===== config.mk =====
export PLATFORM = sky130hd
export DESIGN_NAME = coop_job_sched
export DESIGN_NICKNAME = d
export VERILOG_FILES = /design/src/rtl/csched_pkg.sv /design/src/rtl/csched_table.sv /design/src/rtl/csched_rr_pick.sv /design/src/rtl/csched_done_mon.sv /design/src/rtl/coop_job_sched.sv
export SDC_FILE = /design/constraint.sdc
export NUM_CORES = 1
export LEC_CHECK = 0
export ABC_AREA = 1
export BUFFER_PORTS_ARGS = -buffer_cell sky130_fd_sc_hd__buf_2
export CAP_MARGIN = 10
export CORE_ASPECT_RATIO = 1.5
export CORE_MARGIN = 5
export CORE_UTILIZATION = 50
export CTS_BUF_LIST = sky130_fd_sc_hd__clkbuf_4
export DETAILED_ROUTE_END_ITERATION = 10
export PLACE_DENSITY = 0.67
export SETUP_SLACK_MARGIN = 0.5
export SYNTH_ARGS = -nofsm -noshare
export SYNTH_HDL_FRONTEND = slang
export SYNTH_SLANG_ARGS = --single-unit
export TNS_END_PERCENT = 50

===== constraint.sdc =====
create_clock -name clk -period 11.8 [get_ports clk]
set_clock_uncertainty 0.15 [all_clocks]
set_input_delay 0 -clock clk [delete_from_list [all_inputs] [get_ports clk]]
set_output_delay 0 -clock clk [all_outputs]
set_load 0.05 [all_outputs]

===== src/rtl/csched_pkg.sv =====
package csched_pkg;

  typedef enum logic [2:0] {
    ST_FREE  = 3'd0,
    ST_DEFER = 3'd1,
    ST_READY = 3'd2,
    ST_RUN   = 3'd3,
    ST_BLOCK = 3'd4,
    ST_DONE  = 3'd5
  } job_st_e;

  typedef enum logic [2:0] {
    OP_NOP        = 3'd0,
    OP_CREATE     = 3'd1,
    OP_CREATE_DEF = 3'd2,
    OP_LAUNCH     = 3'd3,
    OP_YIELD      = 3'd4,
    OP_RETRY      = 3'd5,
    OP_BLOCK      = 3'd6,
    OP_END        = 3'd7
  } sched_op_e;

endpackage


===== src/rtl/csched_table.sv =====
module csched_table
  import csched_pkg::*;
#(
  parameter int N      = 8,
  parameter int ID_W   = 16,
  parameter int TAG_W  = 8,
  parameter int SLOT_W = $clog2(N)
) (
  input  logic                     clk,
  input  logic                     rst_n,
  input  logic                     cre_en,
  input  logic                     cre_defer,
  input  logic [ID_W-1:0]          cre_id,
  input  logic                     lau_en,
  input  logic [ID_W-1:0]          lau_id,
  input  logic                     rel_en,
  input  logic [SLOT_W-1:0]        rel_slot,
  input  job_st_e                  rel_state,
  input  logic [TAG_W-1:0]         rel_tag,
  input  logic                     wake_en,
  input  logic [TAG_W-1:0]         wake_tag,
  input  logic                     gnt_en,
  input  logic [SLOT_W-1:0]        gnt_slot,
  output logic [N-1:0]             ready_mid,
  output logic [N-1:0][2:0]        st_vec,
  output logic [N-1:0][ID_W-1:0]   id_vec,
  output logic                     cre_err,
  output logic                     lau_err
);

  logic [N-1:0]      free_vec;
  logic [N-1:0]      defer_vec;
  logic [N-1:0]      cre_match;
  logic [N-1:0]      lau_match;
  logic [SLOT_W-1:0] free_slot;
  logic              cre_go;

  // lowest free slot wins
  always_comb begin
    free_slot = '0;
    for (int i = N - 1; i >= 0; i--) begin
      if (free_vec[i]) free_slot = SLOT_W'(i);
    end
  end

  always_comb begin
    cre_go  = cre_en && !(|cre_match) && (|free_vec);
    cre_err = cre_en && !(|cre_match) && !(|free_vec);
    lau_err = lau_en && !(|(lau_match & defer_vec));
  end

  for (genvar g = 0; g < N; g++) begin : g_slot
    job_st_e           st_r;
    logic [ID_W-1:0]   id_r;
    logic [TAG_W-1:0]  tag_r;
    job_st_e           st_mid;
    job_st_e           st_nxt;
    logic              cre_hit, lau_hit, rel_hit, wak_hit, gnt_hit, st_en;

    assign free_vec[g]  = (st_r == ST_FREE);
    assign defer_vec[g] = (st_r == ST_DEFER);
    assign cre_match[g] = (st_r != ST_FREE) && (id_r == cre_id);
    assign lau_match[g] = (st_r != ST_FREE) && (id_r == lau_id);

    // command and wake effects: each applies to a distinct current state
    always_comb begin
      cre_hit = cre_go && (free_slot == SLOT_W'(g));
      lau_hit = lau_en && lau_match[g] && (st_r == ST_DEFER);
      rel_hit = rel_en && (rel_slot == SLOT_W'(g));
      wak_hit = wake_en && (st_r == ST_BLOCK) && (tag_r == wake_tag);
      st_mid  = st_r;
      if (cre_hit)                st_mid = cre_defer ? ST_DEFER : ST_READY;
      else if (lau_hit || wak_hit) st_mid = ST_READY;
      else if (rel_hit)           st_mid = rel_state;
    end

    assign ready_mid[g] = (st_mid == ST_READY);

    // selection overlays the scheduler grant
    always_comb begin
      gnt_hit = gnt_en && (gnt_slot == SLOT_W'(g));
      st_nxt  = gnt_hit ? ST_RUN : st_mid;
      st_en   = cre_hit | lau_hit | rel_hit | wak_hit | gnt_hit;
    end

    always_ff @(posedge clk or negedge rst_n) begin
      if (!rst_n) begin
        st_r  <= ST_FREE;
        id_r  <= '0;
        tag_r <= '0;
      end else begin
        if (st_en)   st_r <= st_nxt;
        if (cre_hit) id_r <= cre_id;
        if (rel_hit && (rel_state == ST_BLOCK)) tag_r <= rel_tag;
      end
    end

    assign st_vec[g] = st_r;
    assign id_vec[g] = id_r;
  end

endmodule


===== src/rtl/csched_rr_pick.sv =====
module csched_rr_pick #(
  parameter int N      = 8,
  parameter int SLOT_W = $clog2(N)
) (
  input  logic [N-1:0]      req,
  input  logic [SLOT_W-1:0] last_slot,
  output logic              gnt_valid,
  output logic [SLOT_W-1:0] gnt_slot
);

  // scan from farthest to nearest so the nearest requester after last_slot wins
  always_comb begin
    gnt_valid = 1'b0;
    gnt_slot  = '0;
    for (int k = N; k >= 1; k--) begin
      int j;
      j = int'(last_slot) + k;
      if (j >= N) j = j - N;
      if (req[j]) begin
        gnt_valid = 1'b1;
        gnt_slot  = SLOT_W'(j);
      end
    end
  end

endmodule


===== src/rtl/csched_done_mon.sv =====
module csched_done_mon #(
  parameter int N = 8
) (
  input  logic            clk,
  input  logic            rst_n,
  input  logic [N-1:0][2:0] st_vec,
  output logic            all_done
);

  logic [N-1:0] used;
  logic [N-1:0] fin;
  logic         cond;
  logic         cond_q;

  for (genvar g = 0; g < N; g++) begin : g_flag
    assign used[g] = (st_vec[g] != 3'd0);
    assign fin[g]  = (st_vec[g] == 3'd0) || (st_vec[g] == 3'd5);
  end

  assign cond = (|used) && (&fin);

  always_ff @(posedge clk or negedge rst_n) begin
    if (!rst_n) cond_q <= 1'b0;
    else        cond_q <= cond;
  end

  assign all_done = cond && !cond_q;

endmodule


===== src/rtl/coop_job_sched.sv =====
module coop_job_sched
  import csched_pkg::*;
#(
  parameter int NUM_JOBS = 8,
  parameter int ID_W     = 16,
  parameter int TAG_W    = 8
) (
  input  logic             clk,
  input  logic             rst_n,
  input  logic             cmd_valid,
  input  logic [2:0]       cmd_op,
  input  logic [ID_W-1:0]  cmd_job_id,
  input  logic [TAG_W-1:0] cmd_tag,
  input  logic             cmd_evt_done,
  input  logic             wake_valid,
  input  logic [TAG_W-1:0] wake_tag,
  output logic             run_valid,
  output logic [ID_W-1:0]  run_job_id,
  output logic             cmd_err,
  output logic             all_done
);

  localparam int SLOT_W = $clog2(NUM_JOBS);

  // asynchronous assert, synchronous release
  logic [1:0] rsync;
  logic       rst_n_i;

  always_ff @(posedge clk or negedge rst_n) begin
    if (!rst_n) rsync <= 2'b00;
    else        rsync <= {rsync[0], 1'b1};
  end
  assign rst_n_i = rsync[1];

  sched_op_e op;
  logic      is_rel_op, blk_hit, rel_en, sel_en, gnt_en;
  logic      cre_en, lau_en, cre_err, lau_err;
  job_st_e   rel_state;

  logic                        run_q, run_d;
  logic [SLOT_W-1:0]           cur_q, cur_d;
  logic [SLOT_W-1:0]           last_q, last_d;
  logic                        err_q, err_d;
  logic [NUM_JOBS-1:0]         ready_mid;
  logic [NUM_JOBS-1:0][2:0]    st_vec;
  logic [NUM_JOBS-1:0][ID_W-1:0] id_vec;
  logic                        pick_valid;
  logic [SLOT_W-1:0]           pick_slot;

  always_comb begin
    op        = sched_op_e'(cmd_op);
    cre_en    = cmd_valid && ((op == OP_CREATE) || (op == OP_CREATE_DEF));
    lau_en    = cmd_valid && (op == OP_LAUNCH);
    is_rel_op = cmd_valid && ((op == OP_YIELD) || (op == OP_RETRY) ||
                              (op == OP_BLOCK) || (op == OP_END));
    blk_hit   = (op == OP_BLOCK) &&
                (cmd_evt_done || (wake_valid && (wake_tag == cmd_tag)));
    rel_en    = is_rel_op && run_q && !blk_hit;
    unique case (op)
      OP_BLOCK: rel_state = ST_BLOCK;
      OP_END:   rel_state = ST_DONE;
      default:  rel_state = ST_READY;
    endcase
    sel_en    = rel_en || !run_q;
    gnt_en    = sel_en && pick_valid;
  end

  csched_table #(
    .N(NUM_JOBS), .ID_W(ID_W), .TAG_W(TAG_W), .SLOT_W(SLOT_W)
  ) u_table (
    .clk       (clk),
    .rst_n     (rst_n_i),
    .cre_en    (cre_en),
    .cre_defer (op == OP_CREATE_DEF),
    .cre_id    (cmd_job_id),
    .lau_en    (lau_en),
    .lau_id    (cmd_job_id),
    .rel_en    (rel_en),
    .rel_slot  (cur_q),
    .rel_state (rel_state),
    .rel_tag   (cmd_tag),
    .wake_en   (wake_valid),
    .wake_tag  (wake_tag),
    .gnt_en    (gnt_en),
    .gnt_slot  (pick_slot),
    .ready_mid (ready_mid),
    .st_vec    (st_vec),
    .id_vec    (id_vec),
    .cre_err   (cre_err),
    .lau_err   (lau_err)
  );

  csched_rr_pick #(.N(NUM_JOBS), .SLOT_W(SLOT_W)) u_pick (
    .req       (ready_mid),
    .last_slot (last_q),
    .gnt_valid (pick_valid),
    .gnt_slot  (pick_slot)
  );

  csched_done_mon #(.N(NUM_JOBS)) u_done (
    .clk      (clk),
    .rst_n    (rst_n_i),
    .st_vec   (st_vec),
    .all_done (all_done)
  );

  always_comb begin
    run_d  = sel_en ? pick_valid : run_q;
    cur_d  = gnt_en ? pick_slot : cur_q;
    last_d = gnt_en ? pick_slot : last_q;
    err_d  = cre_err || lau_err || (is_rel_op && !run_q);
  end

  always_ff @(posedge clk or negedge rst_n_i) begin
    if (!rst_n_i) begin
      run_q  <= 1'b0;
      cur_q  <= '0;
      last_q <= SLOT_W'(NUM_JOBS - 1);
      err_q  <= 1'b0;
    end else begin
      if (sel_en) run_q  <= run_d;
      if (gnt_en) cur_q  <= cur_d;
      if (gnt_en) last_q <= last_d;
      err_q <= err_d;
    end
  end

  assign run_valid  = run_q;
  assign run_job_id = run_q ? id_vec[cur_q] : '0;
  assign cmd_err    = err_q;

endmodule


==> results.tsv, run 1 <==
stage	metric	value	unit
die	row_count	77	
sta	rsz0062_at_grt	no	
synthesis	synthArstFlopShare	1.00	
cts	clk_latency	780	ps
drt	via_per_inst	5.59	
placed_design	dpl.hpwl	42700	µm
critical_path	required	12290	ps
synthesis	synth_seq_area_share	0.386	
global_route	grt_overflow	0	
sta	fin_tns_setup	0	ps
critical_path	rr_worst_depth	32	
final_layout	stdcell_count	2656	
global_route	grtUsageTotal	0.354	
sta	tightestPinTransition	1250	ps
drt	wire_per_inst	21.7	µm
die	dieArea	0.0331	mm²
critical_path	cp_max_fo	33	
die	core_area	0.0293	mm²
synthesis	synth_top_area_cell	dfrtp_1	
drt	postRouteAntennaNets	0	
sta	fin_crit	4560	ps
synthesis	synth_cell_types	63	
synthesis	syn_nets	2174	
die	die-height	220	µm
worst_hold_path	hold_end	u_table.g_slot[4].id_r[2]	
final_layout	utilization	0.558	
cts	cts_root_buffer	clkbuf_4	
sta	fmax	219	MHz
cts	clk_pin_slew_worst_paths	80	ps
sta	slew_viol_final	0	
worst_hold_path	whs_path_depth	4	
final_layout	nNetsFinal	2259	
drt	routed.top_layer	met4	
final_layout	mostFrequentLayoutCells	701 x nand2_1, 231 x o21ai_0, 223 x dfrtp_1	
critical_path	crit_arrival	5040	ps
synthesis	synth_area_leaders	dfrtp_1 38%, nand2_1 18%, o21ai_0 7.8%	
global_route	grt_max_degree	159	
cts	cts-resized-gates	0	
synthesis	avgSynthCellArea	6.91	µm²
critical_path	crit_path_top_delay_cell	dfrtp_1	
sta	setup_viol	0	
drt	num_vias	14900	
cts	clockBufferDepth	3	
global_route	antenna_found_initial	1	
synthesis	synthFlopType	dfrtp_1	
sta	timing.slew.headroom	0.143	
drt	drtIter0Drc	1084	
synthesis	yosysWarnings	0	
drt	firstDrtPassIters	6	
critical_path	worstSetupStartpointType	register	
power_and_ir_drop	ir_worst_vdd	0.000205	V
job	maxCapViolations	0	
cts	clkSinkCount	227	
critical_path	crit_type	register to register	
final_layout	syn_to_final_growth	11.0	%
die	num_io_pins	59	
synthesis	synth-edff-count	0	
cts	cts-htree-levels	2	
final_layout	final_common_cell	nand2_1	
drt	wl_met3	3210	µm
critical_path	r2r_setup_slack	7240	ps
worst_hold_path	worstHoldStart	cmd_job_id[2]	
placed_design	dp.cells	2504	
drt	drt-total-wl	57500	µm
cts	tritoncts	built	
drt	met1Wirelength	20500	µm
critical_path	critPathMostFrequentCell	nand2_1	
die	die_x	150	µm
power_and_ir_drop	power_leakage	8.00	nW
cts	cts_buffers	57	
sta	whs	42.9	ps
synthesis	synth_cells	2132	
critical_path	critPathMaxStageDelay	470	ps
drt	drc	0	
critical_path	end_kind	register	
power_and_ir_drop	power_density	233	mW/mm²
sta	post-route-period-util	0.386	
critical_path	reg2reg_to	u_table.g_slot[6].st_r[0]	
placed_design	port-buffer-count	58	
status	status	completed	
worst_hold_path	hold_class	primary input to register	
die	initial_utilization	0.503	
final_layout	drive_above_1_share	0.115	
placed_design	gp_congestion	1.01	
global_route	grt_pass1_wl	87400	µm
global_route	grt_pass1_vias	14800	
critical_path	worstReg2RegStart	u_table.g_slot[5].st_r[0]	
synthesis	synth_seq_cells	227	
sta	hold_viol	0	
drt	met2_length	27700	µm
synthesis	yosysTopAreaCellShare	0.380	
synthesis	synth_area	0.0147	mm²
## critical path: cells and delay by family, from the launching register on
kind | cells | cell delay, ps
buf+inv | 4 | 290
simple gates | 28 | 3530
flops | 1 | 470
## power breakdown
group / switching (mW) / internal (mW) / leakage, nW / total [mW]
clock: 0.349 / 0.345 / 0.433 / 0.694
combinational: 1.28 / 0.549 / 4.59 / 1.83
sequential: 0.265 / 1.02 / 2.98 / 1.29
total: 1.89 / 1.92 / 8.00 / 3.81
## registers in the layout (all words and copies together), names as in the netlist
register,count
run_valid,1
cur_q,3
u_table.g_slot.tag_r,64
cmd_err,1
last_q,3
u_table.g_slot.st_r,24
u_table.g_slot.id_r,128
rsync,2
u_done.cond_q,1
## cells in the mapped netlist (2+ instances only)
cell type,n
inv_1,210
nand3_1,97
nand3_2,7
nand2_1,701
nand2b_1,2
inv_2,23
a22oi_1,16
nand2_4,6
a2111oi_0,8
clkbuf_1,47
ha_1,2
clkinv_1,2
dfstp_2,3
o221ai_1,2
a21oi_4,2
nand4_1,50
buf_2,12
nor2_4,4
buf_1,2
nor2_1,178
a21oi_1,28
a221oi_1,4
o2111ai_1,6
dfrtp_1,224
buf_4,26
nand2_2,23
buf_6,3
nor4_1,8
a311oi_1,7
o21ai_1,6
nor2_2,6
xnor2_1,59
nand3b_1,4
a211oi_1,4
nor3_1,29
o22ai_1,11
nor3b_1,2
and3_1,3
o21ai_0,231
xor2_1,31
a31oi_1,4
or2_2,18
## per-stage QoR
stage	instance area (µm²)	worst slack (ps)	power, mW
2_1_floorplan	14700	4860	2.50
3_3_place_gp	15100	7320	3.06
3_5_place_dp	15100	7340	3.08
4_1_cts	16400	7300	3.80
5_1_grt	16400	6820	4.07
6_report	16400	7240	3.81
## routing by layer
metal,GRT usage,vias to the layer above
met5,0,-
met4,0.308,0
met3,0.0527,236
met2,0.601,624
met1,0.381,6944
li1,-,7050
## what timing repair did
action	4_1_cts	5_1_grt
hold buffers	49	0
setup buffers	0	0
endpoints found under the hold margin	220	0
endpoints found under the setup margin	0	0
## cell type report
| cell class | count | area (µm²) |
|---|---|---|
| flip-flops and latches | 227 | 5690 |
| repair buffers | 117 | 868 |
| multi-input cells | 1578 | 7680 |
| clock inverters | 19 | 109 |
| clock buffers | 83 | 623 |
| fillers | 2954 | 12900 |
| diodes | 1 | 2.50 |
| inverters | 236 | 888 |
| well taps | 395 | 494 |
## worst max-delay path by stage
stage	from	end	slack, ps	cells past startpoint
6_report	u_table.g_slot[5].st_r[0]	u_table.g_slot[6].st_r[0]	7240	32
5_1_grt	u_table.g_slot[7].st_r[0]	u_table.g_slot[6].st_r[1]	6820	32
4_1_cts	u_table.g_slot[5].st_r[0]	u_table.g_slot[6].st_r[0]	7300	32
3_5_place_dp	u_table.g_slot[5].st_r[0]	u_table.g_slot[6].st_r[0]	7340	32
3_3_place_gp	u_table.g_slot[5].st_r[0]	u_table.g_slot[6].st_r[0]	7320	32
2_1_floorplan	rsync[1]	cmd_err	4860	0
## cells by family after synthesis
group                    count (synthesis)  share of synthesized area
AO/OA/AOI/OAI                          339                      0.131
AND/OR/NAND/NOR                       1146                      0.335
flip-flops                             227                      0.386
buffers and inverters                  327                     0.0927
adder cells (fa/ha/maj)                  2                    0.00170
other                                    1                   0.000255
XOR/XNOR                                90                     0.0535
Note: power is estimated with default switching activity, not from simulation.
==> run 2, diff against run 1 <==
- PLACE_DENSITY: 0.67 -> 0.69
- clock period: 11.8 -> 3.7 ns (I/O delays scaled with it)
==> results.tsv, run 2 (same netlist as run 1, synthesis figures left out) <==
stage	metric	value	unit	change
placed_design	port-buffer-count	58		unchanged
drt	wire_per_inst	21.3	µm	-1.4%
critical_path	worstSetupStartpointType	register		
global_route	grt_pass1_wl	90600	µm	+3.6%
drt	via_per_inst	5.55		-0.79%
power_and_ir_drop	power.total	13.6	mW	+260%
cts	cts_buffers	57		unchanged
power_and_ir_drop	power_leakage	9.11	nW	+14%
critical_path	cp_max_fo	6		-82%
final_layout	largest_register	u_table.g_slot.id_r		
global_route	grt_pass1_vias	15400		+3.5%
die	initial_utilization	0.503		unchanged
die	num_io_pins	59		unchanged
cts	clk_pin_slew_worst_paths	70	ps	about the same
sta	hold_viol	0		unchanged
critical_path	crit_start	u_table.g_slot[5].st_r[0]		
placed_design	pre_cts_ws	-93.2	ps	-7430 ps
final_layout	nNetsFinal	2463		+9.0%
die	dieArea	0.0331	mm²	unchanged
status	status	completed		
worst_hold_path	hold_class	primary input to register		
global_route	grt_overflow	0		unchanged
cts	clkSinkCount	227		unchanged
sta	fin_ws	69.6	ps	-7170 ps
die	core_area	0.0293	mm²	unchanged
final_layout	largest_reg_flops	128		unchanged
final_layout	mostFrequentLayoutCells	649 x nand2_1, 228 x o21ai_0, 223 x dfrtp_1		
final_layout	top_regs	u_table.g_slot.id_r (128), u_table.g_slot.tag_r (64), u_table.g_slot.st_r (24)		
job	maxCapViolations	0		unchanged
drt	num_vias	15800		+6.6%
cts	cts-htree-levels	2		unchanged
final_layout	fin_area	0.0186	mm²	+14%
placed_design	dpl.hpwl	45100	µm	+5.7%
sta	whs	47.8	ps	+4.89 ps
cts	tritoncts	built		
critical_path	crit_arrival	4090	ps	-950 ps
final_layout	n_fill_cell	2782		-5.8%
critical_path	end_kind	register		
sta	fin_tns_setup	0	ps	unchanged
cts	clockBufferDepth	3		unchanged
final_layout	stdcell_count	2853		+7.4%
sta	fmax	275	MHz	+26%
drt	drt-total-wl	60900	µm	+5.9%
sta	tightestPinTransition	1240	ps	-15.8 ps
global_route	grtUsageTotal	0.367		+0.0127
critical_path	crit_path_top_delay_cell	dfrtp_1		
cts	cts_root_buffer	clkbuf_4		
sta	timing.slew.headroom	0.168		+0.0248
placed_design	gp_congestion	1.03		+2.8%
sta	post-route-period-util	0.981		+0.595
final_layout	drive_above_1_share	0.242		+0.128
die	row_count	77		unchanged
power_and_ir_drop	ir_worst_vdd	0.000706	V	+240%
sta	fin_crit	3630	ps	-928 ps
critical_path	worstReg2RegStart	u_table.g_slot[5].st_r[0]		
power_and_ir_drop	power_density	730	mW/mm²	+210%
global_route	grt_max_degree	53		-67%
global_route	antenna_found_initial	1		unchanged
critical_path	required	4160	ps	-8130 ps
cts	clk_latency	800	ps	+20 ps
drt	drtIter0Drc	1536		+42%
die	die-height	220	µm	unchanged
drt	firstDrtPassIters	5		-1
sta	setup_viol	0		unchanged
sta	slew_viol_final	0		unchanged
drt	drc	0		unchanged
placed_design	placed_area	0.0165	mm²	+9.1%
sta	rsz0062_at_grt	yes		
final_layout	final_common_cell	nand2_1		
final_layout	syn_to_final_growth	26.4	%	
final_layout	utilization	0.636		+0.0772
critical_path	critPathMaxStageDelay	440	ps	-30 ps
drt	postRouteAntennaNets	0		unchanged
critical_path	crit_type	register to register		
worst_hold_path	worstHoldStart	cmd_job_id[8]		
die	die_x	150	µm	unchanged
placed_design	dp.cells	2674		+6.8%
-- run 2: path summary, 6_finish.rpt --
kind | depth (start not counted) | slack (ps) | to
setup / recovery | 27 | 70 | u_table.g_slot[4].st_r[0]
hold / removal | 4 | 50 | u_table.g_slot[6].id_r[8]
setup reg to reg | 27 | 70 | u_table.g_slot[4].st_r[0]
hold reg to reg | 0 | 230 | rsync[1]
max in group asynchronous | 1 | 2240 | u_table.g_slot[0].id_r[0]
min in group asynchronous | 0 | 270 | u_table.g_slot[2].id_r[13]
-- run 2: layout make-up --
type,instances,area (µm²),share of cell area
clock buffers,83,623,0.0335
well taps,395,494,0.0265
clock inverters,12,81.3,0.00437
flip-flops and latches,227,5690,0.306
multi-input cells,1579,8300,0.446
inverters,236,895,0.0481
repair buffers,320,2530,0.136
diodes,1,2.50,0.000134
-- run 2: power by group --
| part | internal (mW) | switching (mW) | leakage (nW) |
|---|---|---|---|
| clock | 1.09 | 1.10 | 0.422 |
| sequential | 3.27 | 0.768 | 2.98 |
| combinational | 2.58 | 4.78 | 5.71 |
| total | 6.93 | 6.65 | 9.11 |
-- run 2: layer usage --
| metal | vias to the layer above | part of all wire | global-route usage |
|---|---|---|---|
| li1 | 7460 | - | - |
| met1 | 7413 | 0.35 | 0.399 |
| met2 | 718 | 0.49 | 0.634 |
| met3 | 238 | 0.063 | 0.0553 |
| met4 | 0 | 0.092 | 0.287 |
| met5 | - | 0 | 0 |
-- run 2: timing repair --
item,CTS,global route
gates cloned,1,0
pin swaps,28,48
setup endpoints to repair,31,64
hold buffers,48,0
gates resized for setup,76,104
setup buffers,10,24
hold endpoints to repair,219,0
-- run 2: worst max-delay path, delay by kind of cell (launching register included) --
| family | cells | cell delay [ps] |
|---|---|---|
| DFF | 1 | 440 |
| AOI/OAI and AO/OA | 2 | 370 |
| buffers and inverters | 5 | 590 |
| and+or+nand+nor | 20 | 1940 |
